## src/rtl/spi_irq_pkg.sv

```systemverilog
package spi_irq_pkg;

  localparam int SLEEP_W = 2;
  localparam logic [SLEEP_W-1:0] SLP_ACTIVE  = 2'b00;
  localparam logic [SLEEP_W-1:0] SLP_IDLE    = 2'b01;
  localparam logic [SLEEP_W-1:0] SLP_STANDBY = 2'b10;

  typedef enum logic [1:0] {
    POL_RUN      = 2'b00,
    POL_FINISH   = 2'b01,
    POL_RXONLY   = 2'b10,
    POL_DISCARD  = 2'b11
  } policy_e;

  function automatic logic f_sleeping(input logic [SLEEP_W-1:0] st);
    return st != SLP_ACTIVE;
  endfunction

  function automatic policy_e f_policy(input logic master, input logic rstdby);
    if (master) return rstdby ? POL_RUN : POL_FINISH;
    return rstdby ? POL_RXONLY : POL_DISCARD;
  endfunction

  function automatic logic f_clk_next(input policy_e pol, input logic sleeping,
                                      input logic busy);
    logic run;
    case (pol)
      POL_RUN:     run = 1'b1;
      POL_RXONLY:  run = 1'b1;
      POL_FINISH:  run = !sleeping || busy;
      default:     run = !sleeping;
    endcase
    return run;
  endfunction

endpackage

```

## src/rtl/spi_irq_state.sv

```systemverilog
module spi_irq_state #(
  parameter int NSRC    = 4,
  parameter int RXC_BIT = 2
) (
  input  logic            clk,
  input  logic            rst,
  input  logic            en_set_we,
  input  logic [NSRC-1:0] en_set_data,
  input  logic            en_clr_we,
  input  logic [NSRC-1:0] en_clr_data,
  input  logic            flag_clr_we,
  input  logic [NSRC-1:0] flag_clr_data,
  input  logic [NSRC-1:0] src_evt,
  input  logic            rx_drop,
  output logic [NSRC-1:0] evt_eff,
  output logic [NSRC-1:0] flags,
  output logic [NSRC-1:0] enables
);

  logic [NSRC-1:0] set_mask;
  logic [NSRC-1:0] clr_mask;
  logic [NSRC-1:0] fclr_mask;

  assign set_mask  = en_set_we   ? en_set_data   : '0;
  assign clr_mask  = en_clr_we   ? en_clr_data   : '0;
  assign fclr_mask = flag_clr_we ? flag_clr_data : '0;

  for (genvar i = 0; i < NSRC; i++) begin : g_src
    if (i == RXC_BIT) begin : g_rx
      assign evt_eff[i] = src_evt[i] && !rx_drop;
    end else begin : g_other
      assign evt_eff[i] = src_evt[i];
    end

    always_ff @(posedge clk) begin
      if (rst) begin
        flags[i]   <= 1'b0;
        enables[i] <= 1'b0;
      end else begin
        flags[i]   <= evt_eff[i] || (flags[i] && !fclr_mask[i]);
        enables[i] <= set_mask[i] || (enables[i] && !clr_mask[i]);
      end
    end
  end

endmodule

```

## src/rtl/spi_sleep_policy.sv

```systemverilog
module spi_sleep_policy
  import spi_irq_pkg::*;
(
  input  logic               clk,
  input  logic               rst,
  input  logic [SLEEP_W-1:0] sleep_st,
  input  logic               is_master,
  input  logic               run_stdby,
  input  logic               xfer_busy,
  output policy_e            policy,
  output logic               sleeping,
  output logic               core_clk_en,
  output logic               rx_drop
);

  logic drop_cond;
  logic drop_hold;

  assign policy    = f_policy(is_master, run_stdby);
  assign sleeping  = f_sleeping(sleep_st);
  assign drop_cond = sleeping && (policy == POL_DISCARD);
  assign rx_drop   = drop_cond || drop_hold;

  always_ff @(posedge clk) begin
    if (rst) begin
      core_clk_en <= 1'b1;
      drop_hold   <= 1'b0;
    end else begin
      core_clk_en <= f_clk_next(policy, sleeping, xfer_busy);
      drop_hold   <= drop_cond || (drop_hold && xfer_busy);
    end
  end

endmodule

```

## src/rtl/spi_irq_out.sv

```systemverilog
module spi_irq_out
  import spi_irq_pkg::*;
#(
  parameter int NSRC    = 4,
  parameter int RXC_BIT = 2
) (
  input  logic [NSRC-1:0] flags,
  input  logic [NSRC-1:0] enables,
  input  policy_e         policy,
  input  logic            sleeping,
  output logic [NSRC-1:0] pending,
  output logic            irq,
  output logic            wake
);

  assign pending = flags & enables;
  assign irq     = |pending;

  always_comb begin
    wake = 1'b0;
    if (sleeping) begin
      case (policy)
        POL_RUN, POL_FINISH: wake = |pending;
        POL_RXONLY:          wake = pending[RXC_BIT];
        default:             wake = 1'b0;
      endcase
    end
  end

endmodule

```

## src/rtl/spi_irq_standby_ctrl.sv

```systemverilog
module spi_irq_standby_ctrl
  import spi_irq_pkg::*;
#(
  parameter int NSRC    = 4,
  parameter int RXC_BIT = 2
) (
  input  logic               clk,
  input  logic               rst,
  input  logic               en_set_we,
  input  logic [NSRC-1:0]    en_set_data,
  input  logic               en_clr_we,
  input  logic [NSRC-1:0]    en_clr_data,
  input  logic               flag_clr_we,
  input  logic [NSRC-1:0]    flag_clr_data,
  input  logic [NSRC-1:0]    src_evt,
  input  logic               xfer_busy,
  input  logic [SLEEP_W-1:0] sleep_st,
  input  logic               is_master,
  input  logic               run_stdby,
  output logic [NSRC-1:0]    flags,
  output logic [NSRC-1:0]    enables,
  output logic               irq,
  output logic               wake,
  output logic               core_clk_en,
  output logic               rx_drop
);

  policy_e         policy;
  logic            sleeping;
  logic [NSRC-1:0] evt_eff;
  logic [NSRC-1:0] pending;

  spi_sleep_policy u_policy (
    .clk         (clk),
    .rst         (rst),
    .sleep_st    (sleep_st),
    .is_master   (is_master),
    .run_stdby   (run_stdby),
    .xfer_busy   (xfer_busy),
    .policy      (policy),
    .sleeping    (sleeping),
    .core_clk_en (core_clk_en),
    .rx_drop     (rx_drop)
  );

  spi_irq_state #(.NSRC(NSRC), .RXC_BIT(RXC_BIT)) u_state (
    .clk           (clk),
    .rst           (rst),
    .en_set_we     (en_set_we),
    .en_set_data   (en_set_data),
    .en_clr_we     (en_clr_we),
    .en_clr_data   (en_clr_data),
    .flag_clr_we   (flag_clr_we),
    .flag_clr_data (flag_clr_data),
    .src_evt       (src_evt),
    .rx_drop       (rx_drop),
    .evt_eff       (evt_eff),
    .flags         (flags),
    .enables       (enables)
  );

  spi_irq_out #(.NSRC(NSRC), .RXC_BIT(RXC_BIT)) u_out (
    .flags    (flags),
    .enables  (enables),
    .policy   (policy),
    .sleeping (sleeping),
    .pending  (pending),
    .irq      (irq),
    .wake     (wake)
  );

endmodule

```

## config.mk

```make
export PLATFORM = sky130hd
export DESIGN_NAME = spi_irq_standby_ctrl
export DESIGN_NICKNAME = d
export VERILOG_FILES = /design/src/rtl/spi_irq_pkg.sv /design/src/rtl/spi_irq_state.sv /design/src/rtl/spi_sleep_policy.sv /design/src/rtl/spi_irq_out.sv /design/src/rtl/spi_irq_standby_ctrl.sv
export SDC_FILE = /design/constraint.sdc
export NUM_CORES = 1
export LEC_CHECK = 0
export BUFFER_PORTS_ARGS = -buffer_cell sky130_fd_sc_hd__buf_2
export CAP_MARGIN = 20
export CORE_AREA = 2 2 39 41
export DETAILED_ROUTE_END_ITERATION = 12
export DIE_AREA = 0 0 41 43
export PLACE_DENSITY = 0.84
export SETUP_SLACK_MARGIN = 0.2
export SKIP_LAST_GASP = 1
export SYNTH_ARGS = -nofsm -noshare
export SYNTH_HDL_FRONTEND = slang
export SYNTH_HIERARCHICAL = 1
export SYNTH_SLANG_ARGS = --single-unit
```

## constraint.sdc

```tcl
create_clock -name clk -period 1.3 [get_ports clk]
set_input_delay 0.065 -clock clk [delete_from_list [all_inputs] [get_ports clk]]
set_output_delay 0.065 -clock clk [all_outputs]
set_load 0.005 [all_outputs]
```

==> out/metrics.cfg, run 1 <==
[sta]
setup_viol = 0
setup_ws_ns = 0.118
tns_ns = 0
hold_viol = 0
rsz0062_at_grt = true
min_period_ns = 1.18
skew_ns = 0.0000381
fin_hold_ws_ns = 0.0230
fmax_ghz = 0.846
tightest_slew_ns = 0.255
drv_slew = 0
maxSlewHeadroom_pct = 82.9
min_period_over_period_pct = 90.9

[layout]
final_area_um2 = 753
register_area_um2 = 210
antennaDiodeCount = 0
nets = 125
fill_cells = 136
stdcell_count = 113
syn_to_final_growth_pct = 68.2
multi_input_area_um2 = 226
final_layout_size_suffix_gt1_share_pct = 57.7
finish.utilization_pct = 54.4

[global_routing]
grt_first_pass_wirelength_mm = 2.04
grt_pass1_vias = 511
grt_overflow_total = 0
grt_use_total_pct = 17.7
antenna_found_initial = 0
grt_max_degree = 11

[synthesis]
syn_nets = 76
synthCells = 50
syn_area_um2 = 448
yosys_warnings = 6
syn_avg_cell_area_um2 = 8.96

[placement]
dpl_cell_area_um2 = 653
post-dp-hpwl_um = 944
io_buffers = 37
dp_cells = 103
pre_cts_ws_ns = 0.251
place_congestion = 0.602

[clock_tree]
cts_made_buffers = 3
root_buffer = clkbuf_4
htree_levels = 1
clk_latency_ns = 0.27
clk_pin_slew_worst_paths_ns = 0.06
numClockSinks = 10
cts_tree = done
cts_max_path_buffers = 2

[route]
vias = 527
drt-vias-per-instance = 4.66
drt_wl_total_mm = 1.34
first_pass_iters = 4
antenna_left = 0
drc_errors = 0
drtIter0Drc = 7
post_drt_wl_per_cell_um = 11.8

[floorplanning]
rows = 14
ioPinCount = 38
start_util_pct = 32.4
dieArea_um2 = 1760
die_w_um = 41
chipHeight_um = 43
core_um2 = 1380

[critical_path]
cp_cell_sequence = a22oi_2, a221oi_2, buf_2
max_stage_delay_ns = 0.36
worst_path_dominant_cell_family = flip-flops
cp_max_fo = 4
end_kind = primary output
required_ns = 1.24
critPathSlowestCell = dfxtp_2
arrival_ns = 1.12
critPathLaunchType = flip-flop
critPathKind = flip-flop to primary output
critical_path_buf_inv_count = 1

[power_and_ir_drop]
finalPower_mw = 0.709
leakagePower_nw = 0.397
ir_drop_mv = 0.558
powerDensity_nw_per_um2 = 942

[run]
cap_violations = 0

[outcome]
status = finished clean

[worst_hold_path]
hold_path_class = primary input to flip-flop

-- power by group --
group / switching (mW) / total [mW] / internal, mW
clock network: 0.105 / 0.212 / 0.107
logic: 0.0612 / 0.150 / 0.0887
registers: 0.0167 / 0.348 / 0.331
total: 0.183 / 0.709 / 0.527
-- routing by layer --
metal | vias to the layer above | wire [um] | track usage [%]
met2 | 25 | 715 | 28.1
met1 | 226 | 496 | 17.7
met3 | 5 | 87 | 6.81
met5 | - | 0 | 0
li1 | 271 | - | -
met4 | 0 | 36 | 12.0
-- final timing paths --
check | from | to | slack (ns) | depth (start not counted)
worst max-delay path | u_state/enables[2]$_SDFF_PP0_ | wake | 0.12 | 3
worst min-delay path | en_set_data[1] | u_state/enables[1]$_SDFF_PP0_ | 0.02 | 3
worst min register to register | u_policy/drop_hold$_SDFF_PP0_ | u_policy/drop_hold$_SDFF_PP0_ | 0.47 | 2
worst max register to register | u_state/flags[2]$_SDFF_PP0_ | u_state/flags[2]$_SDFF_PP0_ | 0.42 | 3
-- sequential cells by signal, summed over array words and instances, names as in the netlist --
signal	cells
u_state/flags	4
u_policy/drop_hold	1
u_state/enables	4
u_policy/core_clk_en	1
-- timing repair --
action,4_1_cts,5_1_grt
pin swaps,3,2
buffers inserted,2,1
hold buffers,4,0
endpoints found under the hold margin,4,0
endpoints found under the setup margin,2,2
gates resized for setup,9,0
gates cloned,0,0
-- cells in the final DEF, fill, tap and decap left out, types with 2 or more instances in the layout --
cell type,n
dfxtp_1,2
dlygate4sd3_1,4
clkbuf_4,3
buf_4,3
a21oi_1,5
a21bo_1,4
inv_1,7
buf_2,37
nor2_1,4
a311oi_1,3
dfxtp_2,8
nand2_1,6
a22oi_2,2
-- layout make-up --
| cell class | instances | share of cell area [%] |
|---|---|---|
| timing repair buffer | 44 | 32.9 |
| multi-input combinational | 33 | 30.1 |
| sequential | 10 | 27.9 |
| inverter | 7 | 3.49 |
| clock buffer | 3 | 2.99 |
| tap | 16 | 2.66 |
-- worst register-to-register path, cell delays in order (launching register included) --
cell	delay [ns]
dfxtp_2	0.33
buf_4	0.13
a21boi_0	0.11
o21ba_2	0.19
Power figures use the tool's default switching activity.
==> run 2, diff against run 1 <==
==> constraint.sdc (replaced) <==
create_clock -name clk -period 1.3 [get_ports clk]
set_input_delay 0.13 -clock clk [delete_from_list [all_inputs] [get_ports clk]]
set_output_delay 0.13 -clock clk [all_outputs]
set_load 0.005 [all_outputs]
==> run 2 against run 1 <==
Setup slack got worse by 0.059 ns. Worst hold slack improved by 0.022 ns. Power fell by 0.76%. Core utilization fell by 2.4 points. Largest power group unchanged.
==> out/metrics.cfg, run 2 (synthesized netlist as in run 1, its figures left out) <==
[clock_tree]
cts_made_buffers = 3  ; unchanged
cts_max_path_buffers = 2  ; unchanged
cts_tree = done
numClockSinks = 10  ; unchanged
htree_levels = 1  ; unchanged
root_buffer = clkbuf_4
clk_pin_slew_worst_paths_ns = 0.06  ; about the same
clk_latency_ns = 0.27  ; about the same

[sta]
min_period_ns = 1.24  ; +0.0590 ns
rsz0062_at_grt = true
tightest_slew_ns = 0.212  ; -0.0431 ns
min_period_over_period_pct = 95.4  ; +4.5 points
setup_viol = 0  ; unchanged
setup_ws_ns = 0.0595  ; -0.0590 ns
hold_viol = 0  ; unchanged
fmax_ghz = 0.806  ; -4.8%
tns_ns = 0  ; unchanged
drv_slew = 0  ; unchanged
maxSlewHeadroom_pct = 85.7  ; +2.9 points
skew_ns = 0.0000404  ; +0.00000230 ns

[floorplanning]
core_um2 = 1380  ; unchanged
start_util_pct = 32.4  ; unchanged
rows = 14  ; unchanged
chipHeight_um = 43  ; unchanged
ioPinCount = 38  ; unchanged
die_w_um = 41  ; unchanged
dieArea_um2 = 1760  ; unchanged

[layout]
nets = 122  ; -2.4%
antennaDiodeCount = 0  ; unchanged
multi_input_area_um2 = 226  ; unchanged
final_common_cell = buf_2
register_area_um2 = 210  ; unchanged
largestRegisters = u_state/enables: 4 flops, u_state/flags: 4 flops
syn_to_final_growth_pct = 60.9
fill_cells = 147  ; +8.1%
final_layout_size_suffix_gt1_share_pct = 60.6  ; +2.9 points
layout_common_cells = 37 x buf_2, 8 x dfxtp_2, 7 x inv_1

[worst_hold_path]
whs_endpoint = u_state/flags[3]$_SDFF_PP0_
min_from = flag_clr_data[3]
min_path_cells = 2  ; -1
hold_path_class = primary input to flip-flop

[power_and_ir_drop]
seqPwrFrac_pct = 49.3  ; +0.3 points
comb_power_share_pct = 20.3  ; -0.8 points
p_sw_mw = 0.183  ; about the same
clock_power_share_pct = 30.4  ; +0.5 points
internal_power_mw = 0.521  ; -1.0%
ir_drop_mv = 0.557  ; -0.28%
leakagePower_nw = 0.386  ; -2.9%
powerDensity_nw_per_um2 = 977  ; +3.7%
p_sw_share_pct = 26.0  ; +0.21 points

[route]
drt_wl_total_mm = 1.25  ; -6.2%
drtIter0Drc = 2  ; -5
drt-vias-per-instance = 4.63  ; -0.78%
post_drt_wl_per_cell_um = 11.4  ; -3.7%
vias = 509  ; -3.4%
antenna_left = 0  ; unchanged
drc_errors = 0  ; unchanged
first_pass_iters = 2  ; -2

[critical_path]
critPathSlowestCell = dfxtp_2
reg2reg_depth = 3  ; unchanged
r2r_setup_slack_ns = 0.42  ; about the same
required_ns = 1.17  ; -0.07 ns
timing.rr.end = u_state/flags[2]$_SDFF_PP0_
critPathKind = flip-flop to primary output
cp_max_fo = 2  ; -2
critPathLaunchType = flip-flop
arrival_ns = 1.11  ; about the same
max_stage_delay_ns = 0.34  ; -0.02 ns
end_kind = primary output
cp_cell_sequence = a22oi_2, a221oi_2, buf_2
r2r_start = u_state/flags[2]$_SDFF_PP0_

[placement]
place_congestion = 0.602  ; unchanged
io_buffers = 37  ; unchanged
post-dp-hpwl_um = 963  ; +1.9%
pre_cts_ws_ns = 0.193  ; -0.0573 ns

[global_routing]
grt_overflow_total = 0  ; unchanged
grt_pass1_vias = 479  ; -6.3%
grt_use_total_pct = 16.5  ; -1.2 points
grt_first_pass_wirelength_mm = 1.88  ; -7.8%
grt_max_degree = 11  ; unchanged
antenna_found_initial = 0  ; unchanged

[outcome]
status = finished clean

[run]
cap_violations = 0  ; unchanged

[run 2: power groups by stage]
stage	logic [mW]	clock network, mW	registers (mW)
global placement	0.125	0	0.349
CTS	0.144	0.217	0.347
floorplan	0.0484	0	0.350
global route	0.159	0.233	0.349
detailed placement	0.128	0	0.350
finish	0.143	0.214	0.347
[run 2: worst max path at each step]
stage,from,endpoint,slack (ns),cells after the start
after floorplan,is_master,u_state/flags[2]$_SDFF_PP0_,0.31,4
after global placement,is_master,u_state/flags[2]$_SDFF_PP0_,0.21,5
after detailed placement,is_master,u_state/flags[2]$_SDFF_PP0_,0.19,5
after CTS,u_state/enables[3]$_SDFF_PP0_,wake,0.07,3
after global routing,u_state/flags[0]$_SDFF_PP0_,wake,0.005,3
final,u_state/enables[3]$_SDFF_PP0_,wake,0.06,3
[run 2: area by class of cell]
| class | count | share of cell area (%) |
|---|---|---|
| sequential | 10 | 29.2 |
| timing repair buffer | 41 | 29.9 |
| inverter | 7 | 3.65 |
| clock buffer | 3 | 3.13 |
| multi-input combinational | 33 | 31.4 |
| tap | 16 | 2.78 |
[run 2: worst max-delay path, delay by kind of cell, from the launching register on]
| kind | cells | cell delay, ns |
|---|---|---|
| buffers and inverters | 1 | 0.15 |
| flip-flops | 1 | 0.34 |
| AO/OA/AOI/OAI | 2 | 0.35 |
[run 2: timing repair]
| action | 4_1_cts | 5_1_grt |
|---|---|---|
| cloned | 0 | 0 |
| buffers inserted | 4 | 0 |
| pin swaps | 4 | 0 |
| resized for setup | 9 | 0 |
| hold buffers | 0 | 0 |
| endpoints found under the setup margin | 2 | 2 |
[run 2: metal layers]
layer / global-route usage [%] / routed length (um)
met3: 6.28 / 109
met5: 0 / 0
met1: 14.4 / 442
met2: 27.8 / 666
met4: 12.0 / 33
[run 2: metrics by stage]
stage | instances | hold slack (ns) | util [%] | area, um^2 | total power [mW]
floorplan | 50 | 0.192 | - | 448 | 0.398
global placement | 103 | 0.322 | 47.2 | 653 | 0.474
detailed placement | 103 | 0.337 | 47.2 | 653 | 0.479
CTS | 110 | 0.0429 | 52.1 | 721 | 0.708
global route | 110 | 0.0378 | 52.1 | 721 | 0.741
finish | 110 | 0.0447 | 52.1 | 721 | 0.704
